<file path="config.mk">
export PLATFORM = sky130hd
export DESIGN_NAME = regbus_dp
export DESIGN_NICKNAME = d
export VERILOG_FILES = /design/src/rtl/regbus_pkg.sv /design/src/rtl/regbus_src_mux.sv /design/src/rtl/regbus_dst_dec.sv /design/src/rtl/regbus_bank.sv /design/src/rtl/regbus_alu.sv /design/src/rtl/regbus_dp.sv
export SDC_FILE = /design/constraint.sdc
export NUM_CORES = 1
export LEC_CHECK = 0
export ABC_AREA = 1
export BUFFER_PORTS_ARGS = -buffer_cell sky130_fd_sc_hd__buf_4
export CORE_MARGIN = 2
export CORE_UTILIZATION = 37
export CTS_CLUSTER_DIAMETER = 60
export DETAILED_ROUTE_END_ITERATION = 12
export PLACE_DENSITY = 0.53
export SETUP_SLACK_MARGIN = 0.15
export SLEW_MARGIN = 20
export SYNTH_ARGS = -nofsm -noshare
export SYNTH_HDL_FRONTEND = slang
export SYNTH_SLANG_ARGS = --single-unit
export TNS_END_PERCENT = 1
</file>
<file path="constraint.sdc">
create_clock -name clk -period 5.4 [get_ports clk]
set_clock_uncertainty 0.05 [all_clocks]
set_input_delay 1.08 -clock clk [delete_from_list [all_inputs] [get_ports clk]]
set_output_delay 1.08 -clock clk [all_outputs]
set_load 0.01 [all_outputs]
</file>
<file path="src/rtl/regbus_pkg.sv">
package regbus_pkg;

   localparam int SEL_W = 3;
   localparam int OPR_W = 5;
   localparam int NREG  = (1 << SEL_W) - 1;
   localparam int CW_W  = 3 * SEL_W + OPR_W;

   localparam logic [OPR_W-1:0] OP_PASS = 5'b00000;
   localparam logic [OPR_W-1:0] OP_INC  = 5'b00001;
   localparam logic [OPR_W-1:0] OP_ADD  = 5'b00010;
   localparam logic [OPR_W-1:0] OP_SUB  = 5'b00101;
   localparam logic [OPR_W-1:0] OP_DEC  = 5'b00110;
   localparam logic [OPR_W-1:0] OP_AND  = 5'b01000;
   localparam logic [OPR_W-1:0] OP_OR   = 5'b01010;
   localparam logic [OPR_W-1:0] OP_XOR  = 5'b01100;
   localparam logic [OPR_W-1:0] OP_NOT  = 5'b01110;
   localparam logic [OPR_W-1:0] OP_SHR  = 5'b10000;
   localparam logic [OPR_W-1:0] OP_SHL  = 5'b11000;

   typedef struct packed {
      logic [SEL_W-1:0] src_a;
      logic [SEL_W-1:0] src_b;
      logic [SEL_W-1:0] dst;
      logic [OPR_W-1:0] op;
   } ctrl_t;

endpackage

</file>
<file path="src/rtl/regbus_src_mux.sv">
module regbus_src_mux #(
   parameter int DATA_W = 8,
   parameter int SEL_W  = 3
) (
   input  logic [(1<<SEL_W)-1:0][DATA_W-1:0] src_vec,
   input  logic [SEL_W-1:0]                  sel,
   output logic [DATA_W-1:0]                 bus
);
   // index 0 carries the external operand, index k carries Rk
   assign bus = src_vec[sel];
endmodule

</file>
<file path="src/rtl/regbus_dst_dec.sv">
module regbus_dst_dec #(
   parameter int SEL_W = 3,
   localparam int NREG = (1 << SEL_W) - 1
) (
   input  logic [SEL_W-1:0] sel,
   output logic [NREG-1:0]  load_en
);
   // code 0 decodes to no enable at all
   for (genvar k = 1; k <= NREG; k++) begin : g_dec
      assign load_en[k-1] = (sel == SEL_W'(k));
   end
endmodule

</file>
<file path="src/rtl/regbus_bank.sv">
module regbus_bank #(
   parameter int DATA_W = 8,
   parameter int NREG   = 7
) (
   input  logic                        clk,
   input  logic                        rst_n,
   input  logic [NREG-1:0]             load_en,
   input  logic [DATA_W-1:0]           wdata,
   output logic [NREG-1:0][DATA_W-1:0] regs_q
);

   for (genvar k = 0; k < NREG; k++) begin : g_reg
      always_ff @(posedge clk or negedge rst_n) begin
         if (!rst_n)
            regs_q[k] <= '0;
         else if (load_en[k])
            regs_q[k] <= wdata;
      end


      load_value_chk: assert property (@(posedge clk) disable iff (!rst_n)
         load_en[k] |=> (regs_q[k] == $past(wdata)));
   end


   reset_clear_chk: assert property (@(posedge clk)
      !rst_n |=> (regs_q == '0));


   single_write_chk: assert property (@(posedge clk) disable iff (!rst_n)
      $onehot0(load_en));


   no_write_hold_chk: assert property (@(posedge clk) disable iff (!rst_n)
      (load_en == '0) |=> $stable(regs_q));

endmodule

</file>
<file path="src/rtl/regbus_alu.sv">
module regbus_alu
   import regbus_pkg::*;
#(
   parameter int DATA_W       = 8,
   parameter bit SHARED_ADDER = 1'b1
) (
   input  logic [OPR_W-1:0]  op,
   input  logic [DATA_W-1:0] a,
   input  logic [DATA_W-1:0] b,
   output logic [DATA_W-1:0] res,
   output logic              cout,
   output logic              zero
);
   localparam logic [DATA_W-1:0] ONES = '1;

   logic [DATA_W:0] arith;   // {carry, sum}

   if (SHARED_ADDER) begin : g_shared
      logic [DATA_W-1:0] opnd;
      logic              cin;
      always_comb begin
         opnd = '0;
         cin  = 1'b0;
         case (op)
            OP_INC:  cin = 1'b1;
            OP_ADD:  opnd = b;
            OP_SUB:  begin opnd = ~b; cin = 1'b1; end
            OP_DEC:  opnd = ONES;
            default: ;
         endcase
         arith = {1'b0, a} + {1'b0, opnd} + {{DATA_W{1'b0}}, cin};
      end
   end else begin : g_split
      logic [DATA_W:0] s_inc, s_add, s_sub, s_dec;
      assign s_inc = {1'b0, a} + {{DATA_W{1'b0}}, 1'b1};
      assign s_add = {1'b0, a} + {1'b0, b};
      assign s_sub = {1'b0, a} + {1'b0, ~b} + {{DATA_W{1'b0}}, 1'b1};
      assign s_dec = {1'b0, a} + {1'b0, ONES};
      always_comb begin
         case (op)
            OP_INC:  arith = s_inc;
            OP_ADD:  arith = s_add;
            OP_SUB:  arith = s_sub;
            OP_DEC:  arith = s_dec;
            default: arith = '0;
         endcase
      end
   end

   always_comb begin
      res  = '0;
      cout = 1'b0;
      case (op)
         OP_PASS: res = a;
         OP_INC, OP_ADD, OP_SUB, OP_DEC: {cout, res} = arith;
         OP_AND:  res = a & b;
         OP_OR:   res = a | b;
         OP_XOR:  res = a ^ b;
         OP_NOT:  res = ~a;
         OP_SHR:  begin res = {1'b0, a[DATA_W-1:1]}; cout = a[0]; end
         OP_SHL:  begin res = {a[DATA_W-2:0], 1'b0}; cout = a[DATA_W-1]; end
         default: ;
      endcase
   end

   assign zero = (res == '0);

endmodule

</file>
<file path="src/rtl/regbus_dp.sv">
module regbus_dp
   import regbus_pkg::*;
#(
   parameter int DATA_W       = 8,
   parameter bit SHARED_ADDER = 1'b1
) (
   input  logic              clk,
   input  logic              rst_n,
   input  logic [CW_W-1:0]   ctrl_word,
   input  logic [DATA_W-1:0] ext_in,
   output logic [DATA_W-1:0] ext_out,
   output logic              carry_out,
   output logic              zero_out
);

   if (DATA_W < 2 || DATA_W > 64) begin : g_bad_width
      $error("regbus_dp: DATA_W must lie in 2..64");
   end
   if ($bits(ctrl_t) != CW_W) begin : g_bad_cw
      $error("regbus_dp: control word layout mismatch");
   end

   ctrl_t                             cw;
   logic [NREG-1:0][DATA_W-1:0]       regs_q;
   logic [(1<<SEL_W)-1:0][DATA_W-1:0] src_vec;
   logic [DATA_W-1:0]                 a_bus, b_bus, alu_res;
   logic [NREG-1:0]                   load_en;
   logic                              alu_c, alu_z;

   assign cw      = ctrl_t'(ctrl_word);
   assign src_vec = {regs_q, ext_in};

   regbus_src_mux #(.DATA_W(DATA_W), .SEL_W(SEL_W)) a_mux_i (
      .src_vec(src_vec), .sel(cw.src_a), .bus(a_bus));

   regbus_src_mux #(.DATA_W(DATA_W), .SEL_W(SEL_W)) b_mux_i (
      .src_vec(src_vec), .sel(cw.src_b), .bus(b_bus));

   regbus_alu #(.DATA_W(DATA_W), .SHARED_ADDER(SHARED_ADDER)) alu_i (
      .op(cw.op), .a(a_bus), .b(b_bus),
      .res(alu_res), .cout(alu_c), .zero(alu_z));

   regbus_dst_dec #(.SEL_W(SEL_W)) dec_i (
      .sel(cw.dst), .load_en(load_en));

   regbus_bank #(.DATA_W(DATA_W), .NREG(NREG)) bank_i (
      .clk(clk), .rst_n(rst_n), .load_en(load_en),
      .wdata(alu_res), .regs_q(regs_q));

   assign ext_out   = alu_res;
   assign carry_out = alu_c;
   assign zero_out  = alu_z;


   ext_source_chk: assert property (@(posedge clk) disable iff (!rst_n)
      (cw.src_a == '0) |-> (a_bus == ext_in));


   sub_equal_chk: assert property (@(posedge clk) disable iff (!rst_n)
      (cw.op == OP_SUB && a_bus == b_bus) |-> (zero_out && carry_out));


   pass_through_chk: assert property (@(posedge clk) disable iff (!rst_n)
      (cw.op == OP_PASS) |-> (ext_out == a_bus && !carry_out));


   no_dest_out_chk: assert property (@(posedge clk) disable iff (!rst_n)
      (cw.dst == '0 && cw.op == OP_NOT) |-> (ext_out == ~a_bus));

endmodule

</file>
==> qor.yml <==
min_to: "bank_i.regs_q[13]$_DFFE_PN0N_"
core_mm2: 0.0132
regMostFlops: "bank_i.regs_q"
leakage_nw: 3.01
synth_cells: 787
cp_slowest_cell: "fa_2"
chipHeight_um: 120
n_antenna_cell: 0
slew_headroom_pct: 50.4
cpMostUsedCell: "nand2_1"
row_count: 42
max_cap_viol_count: 0
r2r_slack_ns: 2.29
max_freq_mhz: 199
seqCellArea_mm2: 0.00140
globalRoute.totalOverflow: 0
reg2reg_to: "bank_i.regs_q[6]$_DFFE_PN0N_"
grt_pass1_wl_um: 26100
cts_tree: "done"
nFillCells: 1400
firstDrtPassIters: 5
p_int_w: 0.000918
crit_path_max_incr_delay_ns: 0.38
hpwl_um: 12100
htreeDepth: 2
start_util_pct: 37.9
finalCritPeriodShare_pct: 92.9
synth_xor_xnor_area_share_pct: 0
total_power_w: 0.00147
final_nets: 886
finalSetupViolCount: 0
drc: 0
synth_mux_area_share_pct: 0
insertion_delay_ns: 0.29
finalInstanceArea_mm2: 0.00579
switching_share_pct: 37.3
rr_worst_depth: 23
tightestPinTransition_ns: 0.744
critPathKind: "in -> out"
cp.arrival_ns: 3.89
crit_fanout: 4
drtIter0Drc: 329
r2r_start: "bank_i.regs_q[40]$_DFFE_PN0N_"
ir_worst_vdd_uv: 135
synth_top_family_by_area: "simple AND/OR/NAND/NOR gates"
drtAntennaViolNets: 0
hp-class: "reg -> reg"
synth.distinct_cells: 31
clock_power_share_pct: 25.5
die_area_mm2: 0.0145
combPwrFrac_pct: 38.2
gp_congestion: 0.894
placed_area_mm2: 0.00556
grt_max_degree: 57
synth-warning-count: 0
yosys.area_share.simple_pct: 35.1
cts_sinks: 56
p_switching_w: 0.000547
grt_use_total_pct: 22.9
finalCriticalPeriod_ns: 5.02
clk_path_buf_depth: 2
powerDensity_mw_per_mm2: 253
worst_setup_path_start_kind: "input pin"
tns_ns: 0
end_kind: "primary output"
finalMaxSlewViolations: 0
layout-drive-gt1-share_pct: 17.3
synth_adder_area_share_pct: 6.56
wire_per_inst_um: 15.5
antenna_found_initial: 0
holdPathStages: 2
cts-buffers-inserted: 5
syn2layout_area_growth_pct: 15.9
vias_per_cell: 5.00
grt_pass1_vias: 4995
cts.clk_slew.worst_paths_ns: 0.07
worstPathRequired_ns: 4.27
rsz0062_at_grt: "false"
die_w_um: 120
pin_count: 34
synth.ff_latch_count: 56
status: "complete, no violations"
multi_input_area_mm2: 0.00294
syn_area_mm2: 0.00500
wirelength_um: 15800
hold_viol_final: 0
yosysSeqAreaShare_pct: 28.0
p_seq_share_pct: 36.2
hold_start: "bank_i.regs_q[13]$_DFFE_PN0N_"
via_count: 5075
portBuffers: 33
largest_reg_flops: 56
avgSynthCellArea_um2: 6.35
syn-num-nets: 836
synth_compound_area_share_pct: 16.2
root_buffer: "clkbuf_16"
reg.largest.list: "bank_i.regs_q: 56 flops"
==> cell type report <==
cell class,instances,area share [%]
inverters,137,9.05
repair buffers,71,9.40
clock buffers,6,2.23
flip-flops and latches,56,24.2
multi-input cells,566,50.7
well taps,176,3.80
clock inverters,2,0.605
==> Yosys cell counts <==
| library cell | n | share of area, % |
|---|---|---|
| a21oi_1 | 45 | 4.5 |
| buf_1 | 1 | 0.075 |
| buf_2 | 6 | 0.60 |
| buf_6 | 9 | 2.0 |
| clkbuf_1 | 12 | 0.90 |
| clkinv_1 | 1 | 0.075 |
| dfrtp_1 | 56 | 28 |
| fa_1 | 2 | 0.80 |
| ha_1 | 23 | 5.8 |
| inv_1 | 129 | 9.7 |
| inv_2 | 6 | 0.45 |
| inv_8 | 1 | 0.23 |
| nand2_1 | 216 | 16 |
| nand2_2 | 18 | 2.3 |
| nand2_4 | 3 | 0.68 |
| nand3_1 | 74 | 7.4 |
| nand3_2 | 8 | 1.6 |
| nand3_4 | 1 | 0.35 |
| nand3b_1 | 3 | 0.45 |
| nand4_1 | 3 | 0.38 |
| nor2_1 | 35 | 2.6 |
| nor2_2 | 8 | 1.0 |
| nor2_4 | 3 | 0.68 |
| nor3_1 | 8 | 0.80 |
| nor3_2 | 2 | 0.40 |
| o211ai_1 | 1 | 0.15 |
| o21a_1 | 8 | 1.2 |
| o21ai_0 | 85 | 8.5 |
| o21ai_1 | 17 | 1.7 |
| o21ai_2 | 1 | 0.18 |
| or2_2 | 2 | 0.25 |
==> worst max-delay path, delay by kind of cell <==
kind | cells | cell delay, ns
buffers and inverters | 6 | 0.48
AND/OR/NAND/NOR | 12 | 0.95
AO/OA/AOI/OAI | 5 | 0.62
adder cells (fa/ha/maj) | 2 | 0.75
==> worst max-delay path by stage <==
stage	from	end	slack, ns	depth (start not counted)
2_1_floorplan	ctrl_word[9]	zero_out	0.32	25
3_3_place_gp	ctrl_word[8]	zero_out	0.14	25
3_5_place_dp	ctrl_word[8]	zero_out	0.03	25
4_1_cts	ctrl_word[8]	zero_out	0.16	25
5_1_grt	ctrl_word[9]	zero_out	0.13	25
6_report	ctrl_word[9]	zero_out	0.38	25
==> what timing repair did <==
action / in CTS / in global routing
hold buffers: 0 / 0
endpoints found under the setup margin: 1 / 5
resized for setup: 2 / 20
setup buffers: 0 / 1
pin swaps: 0 / 4
==> layout by cell type (no fill, tap or decap), types with 4 or more instances in the layout <==
cell type,netlist,final
o21a_1,8,8
ha_1,23,23
nand2_1,216,214
nor2_4,3,4
buf_4,0,68
a21oi_1,45,41
o21ai_0,85,82
nor3_1,8,8
nor2_2,8,10
nor2_1,35,32
nand3_2,8,9
a21oi_2,0,4
nand3_1,74,73
o21ai_1,17,20
inv_1,129,127
inv_2,6,7
clkbuf_16,0,5
dfrtp_1,56,56
nand2_2,18,20
==> kinds of logic (layout without fill, tap and decap cells) <==
kind of cell	after synthesis	after routing
AND/OR/NAND/NOR	384	384
buffers and inverters	165	216
AO/OA/AOI/OAI	157	157
flip-flops	56	56
adder cells (fa/ha/maj)	25	25
==> routing by layer <==
metal / vias up / wire length, um / GRT usage, % / part of all wire [%]
met1: 2350 / 7470 / 32.1 / 47
met5: - / 0 / 0 / 0
met4: 0 / 249 / 4.22 / 1.6
met2: 109 / 7300 / 38.6 / 46
met3: 24 / 745 / 2.36 / 4.7
li1: 2592 / - / - / -
==> power groups by stage <==
| stage | Clock (W) | Sequential (W) | Combinational [W] |
|---|---|---|---|
| floorplan | 0 | 0.000528 | 0.000367 |
| global placement | 0 | 0.000539 | 0.000538 |
| detailed placement | 0 | 0.000539 | 0.000548 |
| CTS | 0.000382 | 0.000531 | 0.000554 |
| global route | 0.000395 | 0.000539 | 0.000644 |
| finish | 0.000374 | 0.000531 | 0.000560 |
==> metrics by stage <==
step | cells | hold WS [ns] | util (%) | setup WS, ns
4_1_cts | 1013 | 0.492 | 43.5 | 0.161
6_report | 1014 | 0.491 | 43.9 | 0.384
3_5_place_dp | 1005 | 0.475 | 42.2 | 0.0292
3_3_place_gp | 1005 | 0.471 | 42.2 | 0.138
5_1_grt | 1014 | 0.526 | 43.9 | 0.134
2_1_floorplan | 787 | 0.447 | - | 0.324
No activity file was read; power rests on OpenSTA's default activity.
